--- src/rtl/nsc_pkg.sv ---
package nsc_pkg;
  typedef enum logic [1:0] {
    CS_IDLE   = 2'd0,
    CS_ABSORB = 2'd1,
    CS_SEARCH = 2'd2,
    CS_DONE   = 2'd3
  } coord_state_t;

  // Trit code for zero; the difficulty test only accepts this code.
  localparam logic [1:0] TRIT_ZERO = 2'b00;
endpackage

--- src/rtl/nsc_absorb.sv ---
module nsc_absorb #(
  parameter int SW = 48,
  parameter int RW = 24
) (
  input  logic          clk,
  input  logic          rst_n,
  input  logic          clear,
  input  logic          chunk_fire,
  input  logic [RW-1:0] chunk,
  input  logic          chunk_last,
  input  logic          perm_done,
  input  logic [SW-1:0] perm_dout,
  output logic [SW-1:0] midstate,
  output logic          perm_start,
  output logic [SW-1:0] perm_din,
  output logic          perm_busy,
  output logic          absorb_fin
);
  logic [SW-1:0] mid_q, din_q;
  logic          start_q, busy_q, last_q;

  // Sponge step: XOR the chunk into the rate trits at the low end.
  function automatic logic [SW-1:0] mix_chunk(input logic [SW-1:0] m, input logic [RW-1:0] c);
    return m ^ {{(SW-RW){1'b0}}, c};
  endfunction

  assign absorb_fin = perm_done && busy_q && last_q;

  always_ff @(posedge clk or negedge rst_n) begin
    if (!rst_n) begin
      mid_q   <= '0;
      din_q   <= '0;
      start_q <= 1'b0;
      busy_q  <= 1'b0;
      last_q  <= 1'b0;
    end else begin
      start_q <= 1'b0;
      if (clear) begin
        mid_q  <= '0;
        last_q <= 1'b0;
      end
      if (chunk_fire) begin
        din_q   <= mix_chunk(mid_q, chunk);
        start_q <= 1'b1;
        busy_q  <= 1'b1;
        last_q  <= chunk_last;
      end
      if (perm_done && busy_q) begin
        busy_q <= 1'b0;
        mid_q  <= perm_dout;
      end
    end
  end

  assign midstate   = mid_q;
  assign perm_start = start_q;
  assign perm_din   = din_q;
  assign perm_busy  = busy_q || start_q;

  assert_no_chunk_while_perm_R2: assert property (@(posedge clk) disable iff (!rst_n)
    chunk_fire |-> !busy_q);
endmodule

--- src/rtl/nsc_unit.sv ---
module nsc_unit #(
  parameter int          STATE_TRITS = 24,
  parameter int          NONCE_W     = 12,
  parameter int          DW          = 5,
  parameter logic [NONCE_W-1:0] TAPS = 12'hE08,
  localparam int         SW          = 2 * STATE_TRITS
) (
  input  logic               clk,
  input  logic               rst_n,
  input  logic               go,
  input  logic [NONCE_W-1:0] seed,
  input  logic               stop,
  input  logic [SW-1:0]      midstate,
  input  logic [DW-1:0]      diff,
  input  logic               perm_done,
  input  logic [SW-1:0]      perm_dout,
  output logic               perm_start,
  output logic [SW-1:0]      perm_din,
  output logic               hit,
  output logic [NONCE_W-1:0] nonce,
  output logic               pending
);
  import nsc_pkg::*;

  logic [NONCE_W-1:0] nonce_q;
  logic               issue_q, pend_q;
  logic               tail_ok;

  function automatic logic [NONCE_W-1:0] lfsr_next(input logic [NONCE_W-1:0] n);
    return n[0] ? ((n >> 1) ^ TAPS) : (n >> 1);
  endfunction

  // Nonce bits become trits 0..NONCE_W-1 (1 -> +1, 0 -> 0).
  function automatic logic [SW-1:0] load_nonce(input logic [SW-1:0] m, input logic [NONCE_W-1:0] n);
    logic [SW-1:0] s;
    s = m;
    for (int i = 0; i < NONCE_W; i++) s[2*i +: 2] = {1'b0, n[i]};
    return s;
  endfunction

  function automatic logic tail_clear(input logic [SW-1:0] h, input logic [DW-1:0] d);
    logic ok;
    ok = 1'b1;
    for (int i = 0; i < STATE_TRITS; i++)
      if (i < int'(d) && h[2*i +: 2] != TRIT_ZERO) ok = 1'b0;
    return ok;
  endfunction

  assign tail_ok    = tail_clear(perm_dout, diff);
  assign perm_start = issue_q && !stop;
  assign perm_din   = load_nonce(midstate, nonce_q);
  assign hit        = perm_done && pend_q && !stop && tail_ok;

  always_ff @(posedge clk or negedge rst_n) begin
    if (!rst_n) begin
      nonce_q <= '0;
      issue_q <= 1'b0;
      pend_q  <= 1'b0;
    end else if (go) begin
      nonce_q <= seed;
      issue_q <= 1'b1;
      pend_q  <= 1'b0;
    end else begin
      if (perm_start) begin
        issue_q <= 1'b0;
        pend_q  <= 1'b1;
      end
      if (perm_done && pend_q) begin
        pend_q <= 1'b0;
        if (!tail_ok && !stop) begin
          nonce_q <= lfsr_next(nonce_q);
          issue_q <= 1'b1;
        end
      end
      if (stop) issue_q <= 1'b0;
    end
  end

  assign nonce   = nonce_q;
  assign pending = pend_q || issue_q;

  assert_issue_idle_R3: assert property (@(posedge clk) disable iff (!rst_n)
    perm_start |-> !pend_q);
endmodule

--- src/rtl/nsc_pick.sv ---
module nsc_pick #(
  parameter int N  = 3,
  parameter int UW = 2
) (
  input  logic          clk,
  input  logic          rst_n,
  input  logic [N-1:0]  hits,
  output logic          any,
  output logic [UW-1:0] idx
);
  always_comb begin
    any = 1'b0;
    idx = '0;
    for (int i = N - 1; i >= 0; i--) begin
      if (hits[i]) begin
        any = 1'b1;
        idx = UW'(i);
      end
    end
  end

  assert_pick_valid_R5: assert property (@(posedge clk) disable iff (!rst_n)
    any |-> hits[idx]);
endmodule

--- src/rtl/nonce_search_coord.sv ---
module nonce_search_coord #(
  parameter int                 N_UNITS     = 3,
  parameter int                 STATE_TRITS = 24,
  parameter int                 RATE_TRITS  = 12,
  parameter int                 NONCE_W     = 12,
  parameter logic [NONCE_W-1:0] LFSR_TAPS   = 12'hE08,
  parameter logic [NONCE_W-1:0] SEED_SALT   = 12'h5A3,
  localparam int SW = 2 * STATE_TRITS,
  localparam int RW = 2 * RATE_TRITS,
  localparam int DW = $clog2(STATE_TRITS + 1),
  localparam int UW = (N_UNITS > 1) ? $clog2(N_UNITS) : 1
) (
  input  logic                  clk,
  input  logic                  rst_n,
  input  logic                  cfg_diff_we,
  input  logic [DW-1:0]         cfg_diff_wdata,
  input  logic                  job_start,
  input  logic [NONCE_W-1:0]    job_seed,
  input  logic                  job_abort,
  input  logic                  msg_valid,
  output logic                  msg_ready,
  input  logic [RW-1:0]         msg_chunk,
  input  logic                  msg_last,
  output logic [N_UNITS-1:0]    perm_start,
  output logic [N_UNITS*SW-1:0] perm_din,
  input  logic [N_UNITS-1:0]    perm_done,
  input  logic [N_UNITS*SW-1:0] perm_dout,
  output logic                  busy,
  output logic                  done,
  output logic                  wr_valid,
  output logic [NONCE_W-1:0]    wr_nonce,
  output logic [UW-1:0]         wr_unit,
  output logic                  irq
);
  import nsc_pkg::*;

  coord_state_t       state_q;
  logic [DW-1:0]      diff_reg, job_diff;
  logic [NONCE_W-1:0] seed_q;
  logic               wr_valid_q, irq_q;
  logic [NONCE_W-1:0] wr_nonce_q;
  logic [UW-1:0]      wr_unit_q;

  logic [SW-1:0]      midstate, abs_din;
  logic               abs_start, abs_busy, absorb_fin;
  logic               chunk_fire, start_ok, unit_go, unit_stop, drained;
  logic               any_hit, found_evt;
  logic [UW-1:0]      win_idx;
  logic [N_UNITS-1:0] unit_hit, unit_pend, unit_start;
  logic [NONCE_W-1:0] unit_nonce [N_UNITS];
  logic [SW-1:0]      unit_din   [N_UNITS];

  function automatic logic [NONCE_W-1:0] unit_seed(input logic [NONCE_W-1:0] host, input int u);
    logic [NONCE_W-1:0] salt, s;
    salt = NONCE_W'((u + 1) * int'(SEED_SALT));
    s    = host ^ salt;
    if (s == '0) s = {{(NONCE_W-1){1'b0}}, 1'b1};
    return s;
  endfunction

  assign drained    = !abs_busy && (unit_pend == '0);
  assign start_ok   = job_start && drained && (state_q == CS_IDLE || state_q == CS_DONE);
  assign msg_ready  = (state_q == CS_ABSORB) && !abs_busy;
  assign chunk_fire = msg_valid && msg_ready && !job_abort;
  assign unit_go    = (state_q == CS_ABSORB) && absorb_fin && !job_abort;
  assign unit_stop  = (state_q != CS_SEARCH);
  assign found_evt  = (state_q == CS_SEARCH) && any_hit && !job_abort;

  nsc_absorb #(.SW(SW), .RW(RW)) u_absorb (
    .clk(clk), .rst_n(rst_n), .clear(start_ok),
    .chunk_fire(chunk_fire), .chunk(msg_chunk), .chunk_last(msg_last),
    .perm_done(perm_done[0]), .perm_dout(perm_dout[SW-1:0]),
    .midstate(midstate), .perm_start(abs_start), .perm_din(abs_din),
    .perm_busy(abs_busy), .absorb_fin(absorb_fin)
  );

  for (genvar g = 0; g < N_UNITS; g++) begin : g_unit
    nsc_unit #(.STATE_TRITS(STATE_TRITS), .NONCE_W(NONCE_W), .DW(DW), .TAPS(LFSR_TAPS)) u_unit (
      .clk(clk), .rst_n(rst_n), .go(unit_go), .seed(unit_seed(seed_q, g)),
      .stop(unit_stop), .midstate(midstate), .diff(job_diff),
      .perm_done(perm_done[g]), .perm_dout(perm_dout[g*SW +: SW]),
      .perm_start(unit_start[g]), .perm_din(unit_din[g]),
      .hit(unit_hit[g]), .nonce(unit_nonce[g]), .pending(unit_pend[g])
    );
    if (g == 0) begin : g_master
      assign perm_start[0]   = unit_start[0] || abs_start;
      assign perm_din[SW-1:0] = abs_start ? abs_din : unit_din[0];
    end else begin : g_slave
      assign perm_start[g]        = unit_start[g];
      assign perm_din[g*SW +: SW] = unit_din[g];
    end
  end

  nsc_pick #(.N(N_UNITS), .UW(UW)) u_pick (
    .clk(clk), .rst_n(rst_n), .hits(unit_hit), .any(any_hit), .idx(win_idx)
  );

  always_ff @(posedge clk or negedge rst_n) begin
    if (!rst_n) begin
      state_q    <= CS_IDLE;
      diff_reg   <= '0;
      job_diff   <= '0;
      seed_q     <= '0;
      wr_valid_q <= 1'b0;
      wr_nonce_q <= '0;
      wr_unit_q  <= '0;
      irq_q      <= 1'b0;
    end else begin
      wr_valid_q <= 1'b0;
      irq_q      <= wr_valid_q;
      if (cfg_diff_we) diff_reg <= cfg_diff_wdata;
      unique case (state_q)
        CS_IDLE, CS_DONE: if (start_ok) begin
          state_q  <= CS_ABSORB;
          job_diff <= diff_reg;
          seed_q   <= job_seed;
        end
        CS_ABSORB: begin
          if (job_abort)       state_q <= CS_IDLE;
          else if (absorb_fin) state_q <= CS_SEARCH;
        end
        CS_SEARCH: begin
          if (job_abort) state_q <= CS_IDLE;
          else if (any_hit) begin
            state_q    <= CS_DONE;
            wr_valid_q <= 1'b1;
            wr_nonce_q <= unit_nonce[win_idx];
            wr_unit_q  <= win_idx;
          end
        end
        default: state_q <= CS_IDLE;
      endcase
    end
  end

  assign busy     = (state_q == CS_ABSORB) || (state_q == CS_SEARCH);
  assign done     = (state_q == CS_DONE);
  assign wr_valid = wr_valid_q;
  assign wr_nonce = wr_nonce_q;
  assign wr_unit  = wr_unit_q;
  assign irq      = irq_q;

  assert_irq_after_write_R7: assert property (@(posedge clk) disable iff (!rst_n)
    irq |-> $past(wr_valid));
  assert_write_single_R5: assert property (@(posedge clk) disable iff (!rst_n)
    wr_valid |=> !wr_valid);
  assert_halt_after_hit_R6: assert property (@(posedge clk) disable iff (!rst_n)
    found_evt |=> (perm_start == '0));
  assert_abort_quiet_R10: assert property (@(posedge clk) disable iff (!rst_n)
    (job_abort && busy) |=> (!wr_valid && !done));
  assert_diff_held_R8: assert property (@(posedge clk) disable iff (!rst_n)
    (state_q == CS_SEARCH && $past(state_q == CS_SEARCH)) |-> $stable(job_diff));
  assert_done_with_write_R9: assert property (@(posedge clk) disable iff (!rst_n)
    $rose(done) |-> wr_valid);
endmodule

--- config.mk ---
export PLATFORM = sky130hd
export DESIGN_NAME = nonce_search_coord
export DESIGN_NICKNAME = d
export VERILOG_FILES = /design/src/rtl/nsc_pkg.sv /design/src/rtl/nsc_absorb.sv /design/src/rtl/nsc_unit.sv /design/src/rtl/nsc_pick.sv /design/src/rtl/nonce_search_coord.sv
export SDC_FILE = /design/constraint.sdc
export NUM_CORES = 1
export LEC_CHECK = 0
export ABC_CLOCK_PERIOD_IN_PS = 3550
export BUFFER_PORTS_ARGS = -buffer_cell sky130_fd_sc_hd__buf_2
export CAP_MARGIN = 20
export CORE_MARGIN = 3
export CORE_UTILIZATION = 24
export DETAILED_ROUTE_END_ITERATION = 16
export GPL_TIMING_DRIVEN = 0
export PLACE_DENSITY = 0.42
export SLEW_MARGIN = 20
export SYNTH_ARGS = -nofsm -noshare
export SYNTH_HDL_FRONTEND = slang
export SYNTH_SLANG_ARGS = --single-unit
--- constraint.sdc ---
create_clock -name clk -period 3.55 [get_ports clk]
set_input_delay 0.71 -clock clk [delete_from_list [all_inputs] [get_ports clk]]
set_output_delay 0.71 -clock clk [all_outputs]
set_load 0.03 [all_outputs]
Yosys cells after proc, flatten, opt, wreduce, memory -nomap -nowiden
Index checks and enable logic that the tools add are counted.

cells by class
  muxes and demuxes = 137
  reductions and logical operators = 206
  magnitude comparators = 25
  bitwise operators = 9
  equal/unequal tests = 7

operator list
  cell                                               count
  2-to-1 mux 12 bit                                  17
  nonzero test 2 bit                                 81
  2-to-1 mux 48 bit                                  3
  2-to-1 mux 1 bit                                   107
  logical AND 1 bit                                  97
  XOR 48 x 24 -> 48 bit                              1
  < comparator 4 x 5 -> 1 bit, first input constant  8
  < comparator 5 bit, first input constant           8
  logical NOT 12 bit                                 3
  binary-select mux 12 bit (select 2 bit)            1
  < comparator 3 x 5 -> 1 bit, first input constant  4
  2-to-1 mux 2 bit                                   8
  NOT 3 -> 4 bit                                     3
  NOT 6 bit                                          2
  < comparator 1 x 5 -> 1 bit, first input constant  2
  < comparator 2 x 5 -> 1 bit, first input constant  2
  nonzero test 3 bit                                 3
  AND reduction 2 bit                                4
  logical OR 1 bit                                   7
  logical NOT 1 bit                                  6
  inequality test 3 bit, second input constant       2
  one-hot mux 2 bit (3 select lines)                 1
  AND reduction 3 bit                                2
  NOT 5 bit                                          1
  other kinds (9)                                    11

word-level totals
  register bits = 181
  input bits = 195
  logic and storage cells = 406

Longest topological paths before layout
  depth after elaboration = 34
  mapped depth = 11
  depth with buffers taken out = 8

Hierarchy
A second synthesis with hierarchy kept.

second synthesis, totals
  cell total of the unflattened synthesis = 1284
  area total of the unflattened synthesis = 12288.0 sq um

by module, submodules not included
  module              seq. area each (sq um)  cells each  area an instance (sq um)  instances
  nsc_unit            350.3                   223         1771.7                    3
  nsc_absorb          2477.4                  376         4231.6                    1
  nonce_search_coord  1001.0                  236         2721.4                    1
  nsc_pick            0.0                     3           20.0                      1

Worst setup path before layout
OpenSTA, ideal clock, no wires.

  kind = input to register
  from = input port perm_dout[135]
  to = register wr_nonce_q[10] (netlist: wr_nonce[10])
  path slack = 806 ps
  data arrival time = 2621 ps
  path buffers = 1
  library setup time = 123 ps
  required time = 3427 ps
  cell stages on the path = 8
  path through = nor4_1 -> o21ai_0 -> a2111oi_0 -> nand3_1 -> nor4_2 -> or3b_1 -> buf_6 -> o221a_1

between the ends
  word-level cells in the longest chain between the ends = 15
  elaborated cells on any way between the ends = 19
  those cells by class = mux: 14; bitwise: 1; reduce/logical: 4

RTL lines
  element                                               line                       source
  start: declaration                                    nonce_search_coord.sv:27   input logic [N_UNITS*SW-1:0] perm_dout,
  nonzero test 2 bit *                                  nsc_unit.sv:45             if (i < int'(d) && h[2*i +: 2] != TRIT_ZERO) ok = 1'b0;
  logical AND 1 bit *                                   nsc_unit.sv:45
  2-to-1 mux 1 bit * (5 in a row)                       nsc_unit.sv:45
  logical AND 1 bit *                                   nsc_unit.sv:52             assign hit = perm_done && pend_q && !stop && tail_ok;
  2-to-1 mux 2 bit (3 in a row)                         nsc_pick.sv:15             if (hits[i]) begin
  NOT 2 -> 3 bit (not written as such)                  nonce_search_coord.sv:127  wr_nonce_q <= unit_nonce[win_idx];
  binary-select mux 12 bit (select 2 bit)               nonce_search_coord.sv:127
  2-to-1 mux 12 bit (not written as such) (2 in a row)  nonce_search_coord.sv:127
  end signal: assignment                                nonce_search_coord.sv:127
  end: declaration                                      nonce_search_coord.sv:41   logic [NONCE_W-1:0] wr_nonce_q;

Mark *: on every way between the ends. The rest lies on a longest branch, timed or not. The select of a mux whose other input is x is not followed.
A chain may end at the register's enable or synchronous reset.

Worst setup path in the final report
  from = register job_diff[4]
  to = register wr_nonce_q[4] (netlist: wr_nonce[4])

between the ends
  word-level cells in the longest chain between the ends = 34
  elaborated cells on any way between the ends = 182
  those cells by class = order compare: 24; mux: 81; bitwise: 1; reduce/logical: 76

RTL lines
  element                                               line                       source
  start: declaration                                    nonce_search_coord.sv:38   logic [DW-1:0] diff_reg, job_diff;
  start signal: assignment                              nonce_search_coord.sv:115  job_diff <= diff_reg;
  < comparator 1 x 5 -> 1 bit                           nsc_unit.sv:45
  logical AND 1 bit                                     nsc_unit.sv:45
  2-to-1 mux 1 bit (24 in a row)                        nsc_unit.sv:45
  logical AND 1 bit                                     nsc_unit.sv:52
  2-to-1 mux 2 bit (3 in a row)                         nsc_pick.sv:15
  NOT 2 -> 3 bit (not written as such)                  nonce_search_coord.sv:127
  binary-select mux 12 bit (select 2 bit)               nonce_search_coord.sv:127
  2-to-1 mux 12 bit (not written as such) (2 in a row)  nonce_search_coord.sv:127

Several ways; a longest one is shown, not always the timed one. The select of a mux whose other input is x is not followed.

==> reports/metrics.csv <==
metric,value,unit
final setup TNS,0,ns
All-Layer GR Usage,19.1,%
Post-synth EDFFs,0,
P_leak,6.84,nW
status,"finished, final reports clean",
Post-synth ARST share,100,%
Clock Skews,0.0177,ns
Core Area,40200,um2
Final Setup Violations,0,
startpoint types,flop,
Max clock buf depth,2,
largest net degree at the start of global routing,88,
final hold viol count,0,
initial cell density of the core,24.6,%
Peak VDD IR,0.292,mV
relative slew slack,44.8,%
Vias/cell,4.64,
Final Cell Area,13000,um2
H-tree Lvls,4,
Least-Margin Pin Slew,0.828,ns
Die Height,209,um
antenna violations before repair,8,
worst hold slack,0.0794,ns
DRT antenna net count,0,
Avg WL per Cell,21.6,um
GP Congestion,0.853,
area grow syn2layout,31.9,%
Port Buffers,336,
Worst Path Max Fanout,10,
Sw Pwr,4.90,mW
Worst Setup EP,wr_nonce[4],
Tcrit/Tclk final,96.4,%
Critical Path Start,job_diff[4],
final WL,42900,um
pwr dens,816,nW/um2
RR Startpoint,job_diff[4],
Placed Area,12400,um2
CP Class,reg2reg,
Synth top area share,45.8,%
clk sink count,181,
top area cells in the synthesized netlist,"dfrtp_1 46%, nand2_1 8.0%, mux2_2 6.7%",
post-synth top area cell,dfrtp_1,
Num CTS Buffers,17,
Die X-Extent,209,um
Main synth FF type,dfrtp_1,
register area,4530,um2
NumNets Final,1643,
Gate Count Post-Synth,1064,
most frequent cell after synthesis,nand2_1,
Yosys cell types,70,
Vias,9215,
dpl hpwl,34100,um
vias in the first global route,9245,
DRC,0,
sequential power share,33.6,%
sequential-to-total area share from yosys stat,45.8,%
f_max,292,MHz
Core Rows,73,
CTS Hold Bufs,0,
layout cells sized above 1,37.0,%
Synth Area per Inst,9.29,um2
combinational power share,48.5,%
filler instances,4314,
area occupied by multi-input gates,4560,um2
crit path DAT,3.76,ns
fin util,32.4,%
die area,43600,um2
reg2reg path depth,10,
Clk network pwr share,18.0,%
Switching Share,46.0,%
WP data required,3.89,ns
CTS Root Cell,clkbuf_16,
first-pass GRT wire length,62000,um
"Slew Viols, Final",0,
Initial DRC Count,644,
clk slew on worst S/H paths,0.07,ns
clk_lat worst skew,0.46,ns
grt total ovfl,0,
most instantiated cells after synthesis,"210 x nand2_1, 181 x dfrtp_1, 77 x buf_4, 64 x nand3_1, 63 x nor2_1",
"flops & latches, synth",181,
synthesized area,9880,um2
CTS tree,built,
final worst path period need,3.42,ns
I/O pins,361,
internal reg-to-reg setup slack,0.13,ns
Critical R2R Capture,wr_nonce[4],
synth warn,0,
drt first pass iters,5,
max cap viols,0,
Pint,5.74,mW
Hold Path Class,in2async,
Setup crit end kind,flop,
-- how the worst min path moves through the flow --
stage / from / to / slack, ns / cells after the start
after floorplan: rst_n / diff_reg[0] / 0.41 / 0
final: rst_n / g_unit[0].u_unit.nonce[7] / 0.08 / 1
after detailed placement: wr_valid / irq / 0.36 / 0
after CTS: rst_n / g_unit[0].u_unit.nonce[7] / 0.07 / 1
after global placement: wr_valid / irq / 0.36 / 0
after global routing: rst_n / g_unit[0].u_unit.nonce[7] / 0.07 / 1
-- worst max-delay path, stage by stage (launching register included) --
cell	delay, ns
dfrtp_1	0.50
clkbuf_2	0.27
buf_2	0.27
o21ai_0	0.23
o32ai_1	0.13
a2111oi_0	0.43
nand3_1	0.26
nor4_2	0.36
or3b_1	0.44
buf_6	0.17
o221a_1	0.23
-- per-layer routing --
metal / wire (um) / share of wire [%] / GRT usage [%]
met5: 58 / 0.14 / 0
met4: 842 / 2.0 / 5.20
met3: 2550 / 5.9 / 4.58
met2: 19600 / 46 / 29.6
met1: 19800 / 46 / 26.7
-- power by group through the flow --
stage | sequential, mW | combinational (mW) | clock [mW]
5_1_grt | 3.68 | 5.55 | 2.04
4_1_cts | 3.57 | 5.16 | 1.97
6_report | 3.57 | 5.15 | 1.91
3_3_place_gp | 3.59 | 5.10 | 0
2_1_floorplan | 3.44 | 3.47 | 0
3_5_place_dp | 3.61 | 5.12 | 0
-- cell type report --
class                   instances  area share, %
well taps                     525           5.04
inverters                      22          0.634
plain buffers                 142           6.60
clock inverters                 9          0.720
multi-input cells             742           35.0
diodes                          5         0.0960
flip-flops and latches        181           34.8
repair buffers                339           13.5
clock buffers                  23           3.67
-- timing repair --
item | in CTS | in global routing
buffers inserted | 0 | 1
hold endpoints to repair | 0 | 0
cloned | 0 | 0
gates resized for setup | 5 | 13
endpoints found under the setup margin | 16 | 34
pin swaps | 0 | 1
-- kinds of logic (layout without fill, tap and decap cells) --
kind of cell	Yosys count	after routing	synth area share (%)
AND/OR/NAND/NOR	406	406	18.4
AO/OA/AOI/OAI	186	186	13.1
flip-flops	181	181	45.8
buffers and inverters	164	535	9.48
multiplexers	90	90	9.86
XOR/XNOR	33	33	2.92
adder cells (fa/ha/maj)	3	3	0.380
other	1	29	0.0379
-- stage by stage --
stage / setup slack (ns) / std cells / power, mW
finish: 0.129 / 1988 / 10.6
global route: -0.00442 / 1986 / 11.3
CTS: 0.0236 / 1982 / 10.7
detailed placement: -0.322 / 1950 / 8.73
global placement: -1.64 / 1948 / 8.68
floorplan: 0.806 / 1087 / 6.91
-- cells in the final DEF, fill, tap and decap left out, types with 4 or more instances in the layout --
master and count:
buf_2 344, nand2_1 210, dfrtp_1 181, buf_4 78, nand3_1 64, nor2_1 62
mux2_2 59, o21ai_0 49, clkbuf_1 48, mux2i_1 31, xnor2_1 28, a21oi_1 27
conb_1 24, and2_1 22, inv_1 20, o32ai_1 19, clkbuf_16 17, a31oi_1 15
o22ai_1 13, o221a_1 12, nor3_1 11, nor4_1 7, diode_2 5, buf_1 5
xor2_1 5, nor4_2 4, o22a_1 4, o21bai_1 4, o311ai_0 4
No activity file was read; power rests on OpenSTA's default activity.
